### src/rtl/fal_pkg.sv
package fal_pkg;

  localparam int ADDR_BYTES = 6;
  localparam int IDX_W      = 3;

  localparam int EXEC_B = 27;
  localparam int ERR_B  = 16;
  localparam int DONE_B = 0;
  localparam int SRST_B = 15;
  localparam int STRB_B = 31;

  localparam logic [1:0] SEL_CTL1 = 2'd0;
  localparam logic [1:0] SEL_CTL2 = 2'd1;
  localparam logic [1:0] SEL_PROG = 2'd2;

  typedef enum logic [1:0] {
    CMD_NOP  = 2'b00,
    CMD_LOAD = 2'b01,
    CMD_READ = 2'b10,
    CMD_BLOW = 2'b11
  } fal_cmd_e;

  typedef enum logic [1:0] {
    ST_IDLE  = 2'd0,
    ST_ISSUE = 2'd1,
    ST_WAIT  = 2'd2
  } fal_st_e;

endpackage

### src/rtl/fal_fuse_store.sv
module fal_fuse_store
  import fal_pkg::*;
#(
  parameter int          RD_LAT       = 3,
  parameter logic [47:0] FACTORY_ADDR = 48'h665544332211,
  parameter logic [7:0]  UADDR_BASE   = 8'h38
) (
  input  logic             clk,
  input  logic             rst_n,
  input  logic             por_n,
  input  logic             pg_wr,
  input  logic [31:0]      pg_word,
  output logic [31:0]      pg_rd,
  input  logic             rd_req,
  input  logic [IDX_W-1:0] rd_idx,
  input  logic             rd_flush,
  output logic             rd_vld,
  output logic [7:0]       rd_data
);

  logic [ADDR_BYTES-1:0][7:0] fb_q, fb_d;
  logic [31:0]                pw_q, pw_d;
  logic [RD_LAT-1:0]          vld_q, vld_d;
  logic [RD_LAT-1:0][7:0]     dat_q, dat_d;
  logic [7:0]                 off;
  logic                       accept;
  logic                       strobed;
  logic                       unused_ok;

  assign off     = pg_word[23:16] - UADDR_BASE;
  assign accept  = (pg_word[30:28] == 3'd0) && (pg_word[27:24] == 4'd1) &&
                   (off < 8'(ADDR_BYTES));
  assign strobed = pg_wr && pg_word[STRB_B];
  assign unused_ok = ^pg_word[7:0];

  // fuse byte next state
  always_comb begin
    fb_d = fb_q;
    if (strobed && accept) fb_d[off[IDX_W-1:0]] = pg_word[15:8];
  end

  always_ff @(posedge clk or negedge por_n) begin
    if (!por_n) begin
      for (int i = 0; i < ADDR_BYTES; i++) fb_q[i] <= FACTORY_ADDR[8*i +: 8];
    end else begin
      fb_q <= fb_d;
    end
  end

  // programming word readback
  always_comb begin
    pw_d = pw_q;
    if (strobed) pw_d = {1'b0, pg_word[30:8], accept ? 8'h00 : 8'h01};
  end

  always_ff @(posedge clk or negedge rst_n) begin
    if (!rst_n) pw_q <= '0;
    else        pw_q <= pw_d;
  end

  assign pg_rd = pw_q;

  // fixed-latency read pipeline
  assign vld_d[0] = rd_req && !rd_flush;
  assign dat_d[0] = (rd_idx < IDX_W'(ADDR_BYTES)) ? fb_q[rd_idx] : 8'h00;

  for (genvar k = 1; k < RD_LAT; k++) begin : g_stage
    assign vld_d[k] = vld_q[k-1] && !rd_flush;
    assign dat_d[k] = dat_q[k-1];
  end

  always_ff @(posedge clk or negedge rst_n) begin
    if (!rst_n) begin
      vld_q <= '0;
      dat_q <= '0;
    end else begin
      vld_q <= vld_d;
      dat_q <= dat_d;
    end
  end

  assign rd_vld  = vld_q[RD_LAT-1];
  assign rd_data = dat_q[RD_LAT-1];


  rej_keep_chk: assert property (@(posedge clk) disable iff (!por_n)
    (strobed && !accept) |=> $stable(fb_q));


  flush_kill_chk: assert property (@(posedge clk) disable iff (!rst_n)
    rd_flush |=> !rd_vld);

endmodule

### src/rtl/fal_addr_regs.sv
module fal_addr_regs
  import fal_pkg::*;
(
  input  logic             clk,
  input  logic             rst_n,
  input  logic             ld_we,
  input  logic [IDX_W-1:0] ld_idx,
  input  logic [7:0]       ld_byte,
  input  logic             ld_commit,
  output logic [31:0]      uaddr_lo,
  output logic [31:0]      uaddr_hi
);

  logic [ADDR_BYTES-1:0][7:0] stg_q, stg_d;
  logic [ADDR_BYTES-1:0][7:0] ua_q, ua_d;

  always_comb begin
    stg_d = stg_q;
    if (ld_we && (ld_idx < IDX_W'(ADDR_BYTES))) stg_d[ld_idx] = ld_byte;
    ua_d = ld_commit ? stg_d : ua_q;
  end

  always_ff @(posedge clk or negedge rst_n) begin
    if (!rst_n) begin
      stg_q <= '0;
      ua_q  <= '0;
    end else begin
      stg_q <= stg_d;
      ua_q  <= ua_d;
    end
  end

  assign uaddr_lo = {ua_q[3], ua_q[2], ua_q[1], ua_q[0]};
  assign uaddr_hi = {16'h0000, ua_q[5], ua_q[4]};


  addr_hold_chk: assert property (@(posedge clk) disable iff (!rst_n)
    !ld_commit |=> $stable(ua_q));

endmodule

### src/rtl/fal_seq.sv
module fal_seq
  import fal_pkg::*;
#(
  parameter int TMO_CYCLES = 27000
) (
  input  logic             clk,
  input  logic             rst_n,
  input  logic             cfg_wr,
  input  logic [1:0]       cfg_sel,
  input  logic [31:0]      cfg_wdata,
  output logic [31:0]      ctl1_rd,
  output logic [31:0]      ctl2_rd,
  output logic             rd_req,
  output logic [IDX_W-1:0] rd_idx,
  output logic             rd_flush,
  input  logic             rd_vld,
  input  logic [7:0]       rd_data,
  output logic             ld_we,
  output logic [IDX_W-1:0] ld_idx,
  output logic [7:0]       ld_byte,
  output logic             ld_commit
);

  localparam int TMR_W = $clog2(TMO_CYCLES + 1);
  localparam logic [TMR_W-1:0] TMR_LAST = TMR_W'(TMO_CYCLES - 1);

  fal_st_e          st_q, st_d;
  fal_cmd_e         cmd_q, cmd_d;
  logic             exec_q, exec_d;
  logic             done_q, done_d;
  logic             err_q, err_d;
  logic             srst_q, srst_d;
  logic [7:0]       bsel_q, bsel_d;
  logic [2:0]       bitsel_q, bitsel_d;
  logic [3:0]       nib_q, nib_d;
  logic [IDX_W-1:0] idx_q, idx_d;
  logic [TMR_W-1:0] tmr_q, tmr_d;
  logic             ctl1_wr;
  logic             fin;
  logic [3:0]       rot_nib;
  logic             unused_ok;

  assign ctl1_wr   = cfg_wr && (cfg_sel == SEL_CTL1);
  assign unused_ok = ^{cfg_wdata[31:28], cfg_wdata[24:16], cfg_wdata[7], cfg_wdata[3:0]};

  always_comb begin
    for (int k = 0; k < 4; k++) rot_nib[k] = rd_data[bitsel_q + 3'(k)];
  end

  always_comb begin
    st_d = st_q;  cmd_d = cmd_q;  exec_d = exec_q;  done_d = done_q;
    err_d = err_q;  bsel_d = bsel_q;  bitsel_d = bitsel_q;  nib_d = nib_q;
    idx_d = idx_q;  tmr_d = tmr_q;  srst_d = srst_q;
    rd_req = 1'b0;  rd_flush = 1'b0;  ld_we = 1'b0;  ld_commit = 1'b0;
    fin = 1'b0;
    if (cfg_wr && (cfg_sel == SEL_CTL2)) srst_d = cfg_wdata[SRST_B];

    if (srst_q) begin
      st_d = ST_IDLE;  exec_d = 1'b0;  done_d = 1'b0;  err_d = 1'b0;
      tmr_d = '0;  rd_flush = 1'b1;
    end else begin
      unique case (st_q)
        ST_IDLE: begin
          if (ctl1_wr) begin
            cmd_d    = fal_cmd_e'(cfg_wdata[26:25]);
            bsel_d   = cfg_wdata[15:8];
            bitsel_d = cfg_wdata[6:4];
            if (cfg_wdata[EXEC_B]) begin
              done_d = 1'b0;
              err_d  = 1'b0;
              tmr_d  = '0;
              if (cmd_d == CMD_LOAD) begin
                exec_d = 1'b1;  idx_d = '0;  st_d = ST_ISSUE;
              end else if (cmd_d == CMD_READ && bsel_d < 8'(ADDR_BYTES)) begin
                exec_d = 1'b1;  idx_d = bsel_d[IDX_W-1:0];  st_d = ST_ISSUE;
              end else begin
                err_d = 1'b1;
              end
            end
          end
        end
        ST_ISSUE: begin
          rd_req = 1'b1;
          st_d   = ST_WAIT;
        end
        ST_WAIT: begin
          if (rd_vld) begin
            if (cmd_q == CMD_LOAD) begin
              ld_we = 1'b1;
              if (idx_q == IDX_W'(ADDR_BYTES - 1)) begin
                ld_commit = 1'b1;  fin = 1'b1;
              end else begin
                idx_d = idx_q + 1'b1;  st_d = ST_ISSUE;
              end
            end else begin
              nib_d = rot_nib;  fin = 1'b1;
            end
          end
        end
        default: st_d = ST_IDLE;
      endcase

      if (st_q != ST_IDLE) begin
        tmr_d = tmr_q + 1'b1;
        if (fin) begin
          done_d = 1'b1;  exec_d = 1'b0;  st_d = ST_IDLE;
        end else if (tmr_q == TMR_LAST) begin
          err_d = 1'b1;  exec_d = 1'b0;  st_d = ST_IDLE;  rd_flush = 1'b1;
        end
      end
    end
  end

  always_ff @(posedge clk or negedge rst_n) begin
    if (!rst_n) begin
      st_q <= ST_IDLE;  cmd_q <= CMD_NOP;  exec_q <= 1'b0;  done_q <= 1'b0;
      err_q <= 1'b0;  srst_q <= 1'b0;  bsel_q <= '0;  bitsel_q <= '0;
      nib_q <= '0;  idx_q <= '0;  tmr_q <= '0;
    end else begin
      st_q <= st_d;  cmd_q <= cmd_d;  exec_q <= exec_d;  done_q <= done_d;
      err_q <= err_d;  srst_q <= srst_d;  bsel_q <= bsel_d;  bitsel_q <= bitsel_d;
      nib_q <= nib_d;  idx_q <= idx_d;  tmr_q <= tmr_d;
    end
  end

  assign rd_idx  = idx_q;
  assign ld_idx  = idx_q;
  assign ld_byte = rd_data;

  assign ctl1_rd = {nib_q, exec_q, cmd_q, 8'h00, err_q, bsel_q, 1'b0,
                    bitsel_q, 3'b000, done_q};
  assign ctl2_rd = {16'h0000, srst_q, 15'h0000};


  flag_excl_chk: assert property (@(posedge clk) disable iff (!rst_n)
    !(done_q && err_q));


  tmo_bound_chk: assert property (@(posedge clk) disable iff (!rst_n)
    exec_q |-> (tmr_q < TMR_W'(TMO_CYCLES)));


  busy_ign_chk: assert property (@(posedge clk) disable iff (!rst_n)
    (exec_q && ctl1_wr) |=> ($stable(cmd_q) && $stable(bsel_q) && $stable(bitsel_q)));


  srst_clr_chk: assert property (@(posedge clk) disable iff (!rst_n)
    srst_q |=> (!exec_q && !done_q && !err_q));


  end_flag_chk: assert property (@(posedge clk) disable iff (!rst_n)
    ($fell(exec_q) && !$past(srst_q)) |-> (done_q != err_q));

endmodule

### src/rtl/fuse_addr_loader.sv
module fuse_addr_loader
  import fal_pkg::*;
#(
  parameter int          RD_LAT       = 3,
  parameter int          TMO_CYCLES   = 27000,
  parameter logic [47:0] FACTORY_ADDR = 48'h665544332211,
  parameter logic [7:0]  UADDR_BASE   = 8'h38
) (
  input  logic        clk,
  input  logic        rst_n,
  input  logic        por_n,
  input  logic        cfg_wr,
  input  logic [1:0]  cfg_sel,
  input  logic [31:0] cfg_wdata,
  output logic [31:0] ctl1_rd,
  output logic [31:0] ctl2_rd,
  output logic [31:0] prog_rd,
  output logic [31:0] uaddr_lo,
  output logic [31:0] uaddr_hi
);

  logic             rd_req, rd_flush, rd_vld;
  logic [IDX_W-1:0] rd_idx, ld_idx;
  logic [7:0]       rd_data, ld_byte;
  logic             ld_we, ld_commit;

  fal_seq #(.TMO_CYCLES(TMO_CYCLES)) u_seq (
    .clk(clk), .rst_n(rst_n), .cfg_wr(cfg_wr), .cfg_sel(cfg_sel),
    .cfg_wdata(cfg_wdata), .ctl1_rd(ctl1_rd), .ctl2_rd(ctl2_rd),
    .rd_req(rd_req), .rd_idx(rd_idx), .rd_flush(rd_flush), .rd_vld(rd_vld),
    .rd_data(rd_data), .ld_we(ld_we), .ld_idx(ld_idx), .ld_byte(ld_byte),
    .ld_commit(ld_commit)
  );

  fal_fuse_store #(
    .RD_LAT(RD_LAT), .FACTORY_ADDR(FACTORY_ADDR), .UADDR_BASE(UADDR_BASE)
  ) u_store (
    .clk(clk), .rst_n(rst_n), .por_n(por_n),
    .pg_wr(cfg_wr && (cfg_sel == SEL_PROG)), .pg_word(cfg_wdata),
    .pg_rd(prog_rd), .rd_req(rd_req), .rd_idx(rd_idx), .rd_flush(rd_flush),
    .rd_vld(rd_vld), .rd_data(rd_data)
  );

  fal_addr_regs u_addr (
    .clk(clk), .rst_n(rst_n), .ld_we(ld_we), .ld_idx(ld_idx),
    .ld_byte(ld_byte), .ld_commit(ld_commit),
    .uaddr_lo(uaddr_lo), .uaddr_hi(uaddr_hi)
  );

endmodule

### config.mk
export PLATFORM = sky130hd
export DESIGN_NAME = fuse_addr_loader
export DESIGN_NICKNAME = d
export VERILOG_FILES = /design/src/rtl/fal_pkg.sv /design/src/rtl/fal_fuse_store.sv /design/src/rtl/fal_addr_regs.sv /design/src/rtl/fal_seq.sv /design/src/rtl/fuse_addr_loader.sv
export SDC_FILE = /design/constraint.sdc
export NUM_CORES = 1
export LEC_CHECK = 0
export ABC_AREA = 0
export BUFFER_PORTS_ARGS = -buffer_cell sky130_fd_sc_hd__buf_2
export CORE_MARGIN = 3
export CORE_UTILIZATION = 40
export CTS_CLUSTER_DIAMETER = 40
export DETAILED_ROUTE_END_ITERATION = 7
export PLACE_DENSITY_LB_ADDON = 0.12
export RECOVER_POWER = 100
export SYNTH_ARGS = -nofsm -noshare
export SYNTH_HDL_FRONTEND = slang
export SYNTH_SLANG_ARGS = --single-unit
### constraint.sdc
create_clock -name clk -period 2.7 [get_ports clk]
set_input_delay 0.27 -clock clk [delete_from_list [all_inputs] [get_ports clk]]
set_output_delay 0.27 -clock clk [all_outputs]
set_load 0.01 [all_outputs]
### Word-level counts from Yosys, hierarchy flattened

Index checks and enable logic that the tools add are counted.

| cells by class | value |
|---|---|
| $add $sub $neg | 6 |
| $lt $le $gt $ge | 11 |
| equal/unequal tests | 16 |
| mux-type cells | 87 |
| bitwise gates (word level) | 2 |
| reductions and logical operators | 27 |

Operators with widths:

| kind | count |
|---|---|
| 48-bit bitwise mux | 2 |
| 15-bit 2-to-1 mux | 5 |
| 8-bit demux with 3-bit select | 2 |
| 1-bit 2-to-1 mux | 48 |
| 48-bit 2-to-1 mux | 1 |
| 8-bit 2-to-1 mux | 4 |
| 8-bit binary-select mux with 3-bit select | 1 |
| 3-bit by 4-bit < comparator with 1-bit output, second input constant | 6 |
| 2-bit 2-to-1 mux | 11 |
| 3-bit 2-to-1 mux | 7 |
| 8-bit by 3-bit < comparator with 1-bit output, second input constant | 2 |
| 15-bit by 1-bit adder with 15-bit output, second input constant | 1 |
| 15-bit == test, second input constant | 1 |
| 1-bit logical AND | 14 |
| 1-bit binary-select mux with 3-bit select | 4 |
| 3-bit nonzero test | 3 |
| 2-bit by 1-bit == test with 1-bit output, second input constant | 4 |
| 8-bit AND reduction | 1 |
| 8-bit by 6-bit subtractor with 8-bit output, second input constant | 1 |
| 3-bit by 1-bit adder with 3-bit output, second input constant | 2 |
| 3-bit by 2-bit adder with 3-bit output, second input constant | 2 |
| 2-bit == test, second input constant | 3 |
| 3-bit by 1-bit greater-or-equal comparator with 1-bit output, second input constant | 2 |
| 2-bit by 1-bit inequality test with 1-bit output, second input constant | 3 |
| 14 further kinds | 19 |

| word-level totals | value |
|---|---|
| flip-flop bits (word level) | 243 |
| input bits | 38 |
| output and inout port bits | 160 |
| logic and storage cells | 183 |

### Logic depth before layout (Yosys ltp)

Gate-level depths: netlist (run 1).

| depth | value |
|---|---|
| depth after elaboration | 11 |
| mapped depth | 8 |
| mapped depth without buffers | 6 |

### Modules after synthesis

A second synthesis (run 1) with hierarchy kept.

| unflattened totals | value |
|---|---|
| cells, all modules | 765 |
| area, all modules | 10586.4 um2 |

Modules (own cells, without submodules):

| module | instances | cells an instance | area each (um2) | sequential area each (um2) |
|---|---|---|---|---|
| fal_fuse_store | 1 | 253 | 4003.8 | 2499.9 |
| fal_addr_regs | 1 | 224 | 3814.9 | 2402.3 |
| fal_seq | 1 | 287 | 2758.9 | 1026.0 |
| fuse_addr_loader | 1 | 1 | 8.8 | 0.0 |

### Worst setup path before layout (run 1)

OpenSTA, ideal clock, no wires.

| timing | value |
|---|---|
| kind | flip-flop to flip-flop |
| start | register u_seq.st_q[0] |
| end | register u_addr.ua_q (netlist bit u_addr.uaddr_hi[2]) |
| setup time | 0.125 ns |
| arrival | 2.147 ns |
| data required time | 2.575 ns |
| slack | 0.428 ns |
| stages on the path, launching flop included | 7 |
| path buffers | 1 |
| cell sequence | dfrtp_1 > nand3b_1 > or3_1 > buf_6 > nor4b_4 > mux2_2 > mux2_2 |

RTL lines:

| element | RTL line | RTL |
|---|---|---|
| start: declaration | fal_seq.sv:27 | `fal_st_e st_q, st_d;` |
| start signal: assignment | fal_seq.sv:116 | `st_q <= ST_IDLE; cmd_q <= CMD_NOP; exec_q <= 1'b0; done_q <= 1'b0;` |
| start signal: assignment | fal_seq.sv:120 | `st_q <= st_d; cmd_q <= cmd_d; exec_q <= exec_d; done_q <= done_d;` |
| end signal: assignment | fal_addr_regs.sv:29 | `ua_q <= ua_d;` |
| end: declaration | fal_addr_regs.sv:15 | `logic [ADDR_BYTES-1:0][7:0] ua_q, ua_d;` |

### Worst setup path in the final report (run 1)

| timing | value |
|---|---|
| start | register u_seq.st_q[0] |
| end | register u_addr.ua_q (netlist bit u_addr.uaddr_lo[7]) |

| on the way | value |
|---|---|
| word-level cells in the longest chain between the ends | 5 |
| elaborated cells on any way between the ends | 7 |
| classes of those cells | eq/ne (1); mux (5); reduce/logical (1) |

Ends and longest elaborated chain:

| element | RTL line | RTL |
|---|---|---|
| 2-bit == test * | fal_seq.sv:62 | `unique case (st_q)` |
| 1-bit 2-to-1 mux | fal_seq.sv:62 |  |
| 1-bit 2-to-1 mux | fal_seq.sv:58 | `if (srst_q) begin` |
| 1-bit logical AND | fal_addr_regs.sv:19 | `if (ld_we && (ld_idx < IDX_W'(ADDR_BYTES))) stg_d[ld_idx] = ld_byte;` |
| 48-bit 2-to-1 mux | fal_addr_regs.sv:19 |  |

Mark *: on every way between the ends. The rest lies on a longest branch, timed or not.
A chain may end at the register's enable or synchronous reset.

==> metrics.txt, run 1 <==
CP peak stage delay=0.51 ns; initial antenna violation count=0; 1st-pass router iterations=4; VDD IR max=554 µV; post-route design area=12300 µm²; minimum clock period=~2.5 ns; Inserted Diodes=0; worst-path maximum fanout=between 40 and 50; setup TNS=0 ns; register bit total from synthesis=between 200 and 250; IO buf count=between 100 and 150; total of max-cap violations=1; clk_lat worst skew=0.51 ns; final slew viol count=90; most frequent cell after synthesis=dfrtp_1; Worst-Margin Slew=1.94 ns; synth unique cells=60; reg2reg start=u_seq.st_q[0]; Post-CTS Setup Bufs=0; Iteration-0 DRC Markers=between 300 and 400; total power=9.84 mW; Layout Area Growth over Synthesis=18.8%; area post-placement=11200 µm²; R2R setup slack=0.25 ns; # rows=between 50 and 60; pre-CTS WS=0.155 ns; area leader, netlist=dfrtp_1; largest net degree at the start of global routing=90; crit path cell chain=nand3b_1 > or3_1 > clkbuf_1 > nor2_4 > buf_4 > mux2_2; Die Wd=167 µm; deepest clock path buffer count=3; Max Clk Rate=408 MHz; WP buf/inv=2; r2r endpoint=u_addr.uaddr_lo[7]; commonest cells in the synthesized netlist=dfrtp_1 (218), mux2_2 (172), buf_4 (71); final hold violations=0; Post-DP HPWL=approximately 15 mm; post-synthesis mux area share=24.4%; largest family of logic cells by synthesized area=multiplexers; violated checks=capacitance limit, slew limit; compound-gate portion of the synthesized area=4.01%; delay-heaviest family, CP=simple AND/OR/NAND/NOR gates; element type at the critical path start=flop; Area contributors post-synth=dfrtp_1 (53%), mux2_2 (19%), buf_4 (5.1%), dfstp_2 (4.6%), mux4_2 (3.0%); Nets=946; Worst Setup Path Type=reg -> reg; Routed WL=between 20 and 25 mm; WHS Path Cells=2; fin crit share=between 90% and 100%; Pleak=5.85 nW; slowest CP cell=buf_4; gr usage total=15.7%; CTS tree=yes; hold wc startpoint=cfg_wdata[28]; RSZ-0062 raised after global routing=false; Worst Setup End Kind=flop; htree depth=2; FILL cells=2257; Via-to-Cell Ratio=4.96; first-pass GRT wire length=35.8 mm; placer congestion estimate=0.788; vias in the first global route=6569; die height=about 170 µm; die area=27800 µm²; most used flip-flop cell after synthesis=dfrtp_1; # DRC=0; Max transition margin=-29.3%; layout cells sized above 1=between 30 and 40%; Syn. warnings=0; XOR/XNOR share of the synthesized area=less than 1%; Reg clk slew, reported paths=0.05 ns; # setup viols final=0; Post-Synth Adder-Cell Area=0.725%; root buffer cell=clkbuf_16; clk_skew=0.0149 ns; Starting Density=40.9%; Cells after Synth=roughly 750; Routed Antenna Nets=0; clock sink total=~240; Min Hold Slack=0.0293 ns; asr flop ratio synth=between 90% and 100%; worst r2r path cells=6; top-area cell type share of the netlist area=a little over half; Final WS setup=0.246 ns; Wirelength per Cell=17.3 µm; Top Ports=between 150 and 200; core area=roughly 25000 µm²; vias=6264; Post-Synth Simple-Gate Area=6.38%; status=finished with violations; Worst Path Arrival=2.85 ns; post-CTS resize count=0; Hold WC Path Type=in -> reg; total CTS buffers=38; GR Overflow Total=0; number of flops mapped to enable cells by yosys=0; sequential cell area fraction in the yosys report=57.3%; Avg Inst Size Synth=13.9 µm²; PwrDens=800 nW/µm²; worst hold endpoint=u_store.pg_rd[28]; Worst Path Required=just over 3 ns; Syn Std Cell Area=10400 µm²
-- layout make-up --
type                    instances  area (µm²)  share of cell area (%)
inverters                      10        37.5                   0.305
well taps                     330         413                    3.36
repair buffers                153         711                    5.78
flip-flops and latches        236        5930                    48.2
clock inverters                27         318                    2.58
clock buffers                  43         990                    8.05
multi-input cells             463        3900                    31.7
-- repair_timing --
item	in CTS	in global routing
hold buffers	8	0
hold endpoints to repair	121	0
setup endpoints to repair	0	0
-- how the worst max path moves through the flow --
stage	startpoint	end	slack, ns	cells after the start
after detailed placement	cfg_wdata[27]	u_store.fb_q[3]	0.15	6
after floorplan	u_seq.st_q[0]	u_addr.uaddr_hi[2]	0.43	6
after global routing	rst_n	u_store.dat_d[11]	0.06	3
after global placement	cfg_wdata[27]	u_store.fb_q[27]	0.22	6
final	u_seq.st_q[0]	u_addr.uaddr_lo[7]	0.25	6
after CTS	cfg_wdata[23]	u_store.fb_q[29]	0.22	7
-- flip-flops by register name, summed over array words and instances, names as in the netlist, 4 cells and up --
register	cells
u_addr.stg_q	48
u_addr.uaddr_lo	32
u_seq.nib_q	4
u_seq.tmr_q	15
u_store.rd_data	8
u_store.dat_d	16
u_store.pg_rd	24
u_addr.uaddr_hi	16
u_store.fb_q	48
u_seq.bsel_q	8
-- power by group --
part           switching, mW  internal (mW)  total [mW]
Sequential             0.210           3.75        3.96
Combinational          0.611          0.425        1.04
Clock                   1.76           3.09        4.85
-- cells in the final DEF (no fill, tap or decap), drive strengths merged, types with 18 or more instances in the layout --
cell / synthesis / final
conb: 1 / 67
clkbuf: 16 / 148
buf: 87 / 40
nor2: 18 / 18
nand2: 27 / 27
dfstp: 18 / 18
mux2: 183 / 183
dfrtp: 218 / 218
o21ai: 25 / 25
a21oi: 20 / 20
-- metrics by stage --
stage | utilization, % | instances
global route | 48.6 | 1262
CTS | 49.5 | 1262
detailed placement | 44.1 | 1184
global placement | 44.1 | 1184
finish | 48.6 | 1262
floorplan | - | 812
-- cells by family (layout without fill, tap and decap cells) --
logic type	Yosys count	after routing
XOR/XNOR	3	3
other	1	67
adder cells (fa/ha/maj)	6	6
AND/OR/NAND/NOR	109	109
AO/OA/AOI/OAI	69	69
flip-flops	236	236
multiplexers	209	209
buffers and inverters	113	233
-- layer usage --
layer	up-vias	global-route usage (%)	routed length (µm)
li1	2869	-	-
met1	3186	20.6	9550
met2	172	25.7	10600
met3	37	3.73	1210
met4	0	5.20	413
met5	-	0	0
(Power assumes the default switching activity.)
==> run 2: changes to the inputs <==
==> constraint.sdc (replaced) <==
create_clock -name clk -period 2.2 [get_ports clk]
set_input_delay 0.22 -clock clk [delete_from_list [all_inputs] [get_ports clk]]
set_output_delay 0.22 -clock clk [all_outputs]
set_load 0.01 [all_outputs]
==> run 2 against run 1 <==
Compared with the run above:
- the run still ends with capacitance limit, slew limit left
- sequential share of layout area decreased by 1.3 points
- hold slack got worse by 0.015 ns
- register-to-register slack worse by 0.19 ns
- maximum frequency up 14%
- count of clock-buffer cells in the layout unchanged
- critical path depth unchanged
- non-clock buffer count rose by 36
- via count increased by 3.2%
- first-iteration DRC count rose by 9.2%
==> metrics.txt, run 2 (synthesis results as in run 1) <==
IO buf count=125 (unchanged); CP peak stage delay=0.45 ns (was 0.51 ns); largest net degree at the start of global routing=68 (was 90); Routed Antenna Nets=0 (unchanged); Iteration-0 DRC Markers=345 (was 316); Worst Path Required=2.60 ns (was 3.09 ns); 1st-pass router iterations=4 (unchanged); # setup viols final=0 (unchanged); worst r2r path cells=6 (unchanged); initial antenna violation count=0 (unchanged); VDD IR max=573 µV (was 554 µV); Hold WC Path Type=in -> reg (unchanged); Nets=980 (was 946); first-pass GRT wire length=37.7 mm (was 35.8 mm); Worst Setup End Kind=flop (unchanged); Reg clk slew, reported paths=0.05 ns (about the same); Wirelength per Cell=17.8 µm (was 17.3 µm); Worst-Margin Slew=1.64 ns (was 1.94 ns); Post-DP HPWL=15.7 mm (was 14.9 mm); RSZ-0062 raised after global routing=true (was false); worst-path maximum fanout=8 (was 48); core area=25300 µm² (unchanged); # rows=58 (unchanged); Via-to-Cell Ratio=5.00 (was 4.96); commonest non-fill, non-tap cells in the layout=dfrtp_1 (218), mux2_2 (171), clkbuf_1 (106) (was dfrtp_1 (218), mux2_2 (165), clkbuf_1 (104)); crit path cell chain=nand3b_1 > or3_4 > nor4b_4 > buf_6 > mux2_2 > mux2_2 (was nand3b_1 > or3_1 > clkbuf_1 > nor2_4 > buf_4 > mux2_2); slowest CP cell=or3_4 (was buf_4); most frequent CP cell=mux2_2; vias in the first global route=6927 (was 6569); R2R setup slack=0.05 ns (was 0.25 ns); final hold violations=0 (unchanged); WHS Path Cells=2 (unchanged); commonest non-fill, non-tap cell in the layout=dfrtp_1 (unchanged); Starting Density=40.9% (unchanged); clk_lat worst skew=0.52 ns (was 0.51 ns); status=finished with violations (unchanged); Die Wd=167 µm (unchanged); area post-placement=11400 µm² (was 11200 µm²); clk_skew=0.0270 ns (was 0.0149 ns); fin crit share=97.5% (was 90.9%); Max Clk Rate=466 MHz (was 408 MHz); PwrDens=946 nW/µm² (was 800 nW/µm²); placer congestion estimate=0.786 (was 0.788); total power=12.0 mW (was 9.84 mW); die area=27800 µm² (unchanged); Worst Path Arrival=2.55 ns (was 2.85 ns); vias=6467 (was 6264); Layout Area Growth over Synthesis=22.2% (was 18.8%); layout cells sized above 1=37.6% (was 34.1%); total CTS buffers=36 (was 38); Max transition margin=-9.34% (was -29.3%); minimum clock period=2.15 ns (was 2.45 ns); Inserted Diodes=0 (unchanged); Worst Setup Path Type=reg -> reg (unchanged); clock sink total=236 (unchanged); post-route design area=12600 µm² (was 12300 µm²); htree depth=2 (unchanged); violated checks=capacitance limit, slew limit (unchanged); CTS tree=yes (unchanged); die height=167 µm (unchanged); gr usage total=16.5% (was 15.7%); Top Ports=198 (unchanged); deepest clock path buffer count=3 (unchanged); element type at the critical path start=flop (unchanged); root buffer cell=clkbuf_16 (unchanged); total of max-cap violations=1 (unchanged); # DRC=0 (unchanged); Routed WL=23.0 mm (was 21.8 mm); GR Overflow Total=0 (unchanged); Pleak=6.02 nW (was 5.85 nW); final slew viol count=67 (was 90)
[run 2: changes by cell type in the layout (fill, tap and decap cells not counted), moves of 3 or more]
cell / delta
buf_12: +4
buf_4: +25
clkinv_4: -5
dlygate4sd3_1: +5
inv_6: -3
mux2_1: -15
mux2_2: +6
mux2_4: +9
[run 2: repair_timing]
| item | in CTS | in global routing |
|---|---|---|
| pin swaps | 0 | 1 |
| resized for setup | 1 | 4 |
| setup buffers | 0 | 4 |
| hold buffers | 13 | 0 |
| endpoints found under the setup margin | 36 | 29 |
| hold endpoints to repair | 112 | 0 |
[run 2: metrics by stage]
stage | TNS [ns] | std cells | worst slack [ns] | utilization [%] | hold WS, ns
after CTS | 0 | 1289 | 0.0123 | 50.4 | 0.00121
after global placement | -1.81 | 1211 | -0.324 | 45.0 | 0.121
after floorplan | -0.577 | 812 | -0.0722 | - | -0.0756
after global routing | -0.0680 | 1293 | -0.0283 | 49.9 | 0.0192
after detailed placement | -2.94 | 1211 | -0.286 | 45.0 | 0.131
final | 0 | 1293 | 0.0544 | 49.9 | 0.0144
[run 2: power by group]
part           total, mW  internal, mW  switching (mW)
Clock               5.71          3.63            2.08
Combinational       1.41         0.592           0.817
Sequential          4.84          4.60           0.244
[run 2: path summary, 6_finish.rpt]
path,startpoint,to
min in group asynchronous,por_n,u_store.fb_q[37]
setup reg to reg,u_seq.st_q[0],u_addr.uaddr_hi[4]
max in group asynchronous,rst_n,u_store.pg_rd[13]
hold reg to reg,u_store.dat_d[15],u_store.dat_d[23]
hold / removal,cfg_wdata[20],u_store.pg_rd[20]
setup / recovery,u_seq.st_q[0],u_addr.uaddr_hi[4]
[run 2: final cells by class]
cell class	count	area, µm²
clock buffer	43	957
multi-input combinational	463	3980
fill	2248	12700
inverter	10	37.5
clock inverter	22	274
timing repair buffer	189	1060
tap	330	413
sequential	236	5930
[run 2: routing by layer]
layer  up-vias  track usage [%]  share of wire [%]
met5         -                0                  0
met4         0             5.31                2.4
met3        52             3.92                6.1
met2       208             27.7                 50
met1      3283             21.2                 42
li1       2924                -                  -
[run 2: worst max-delay path, delay by kind of cell, from the launching register on]
kind	cells	cell delay, ns
muxes	2	0.62
DFF	1	0.37
and+or+nand+nor	3	0.89
buffers and inverters	1	0.17
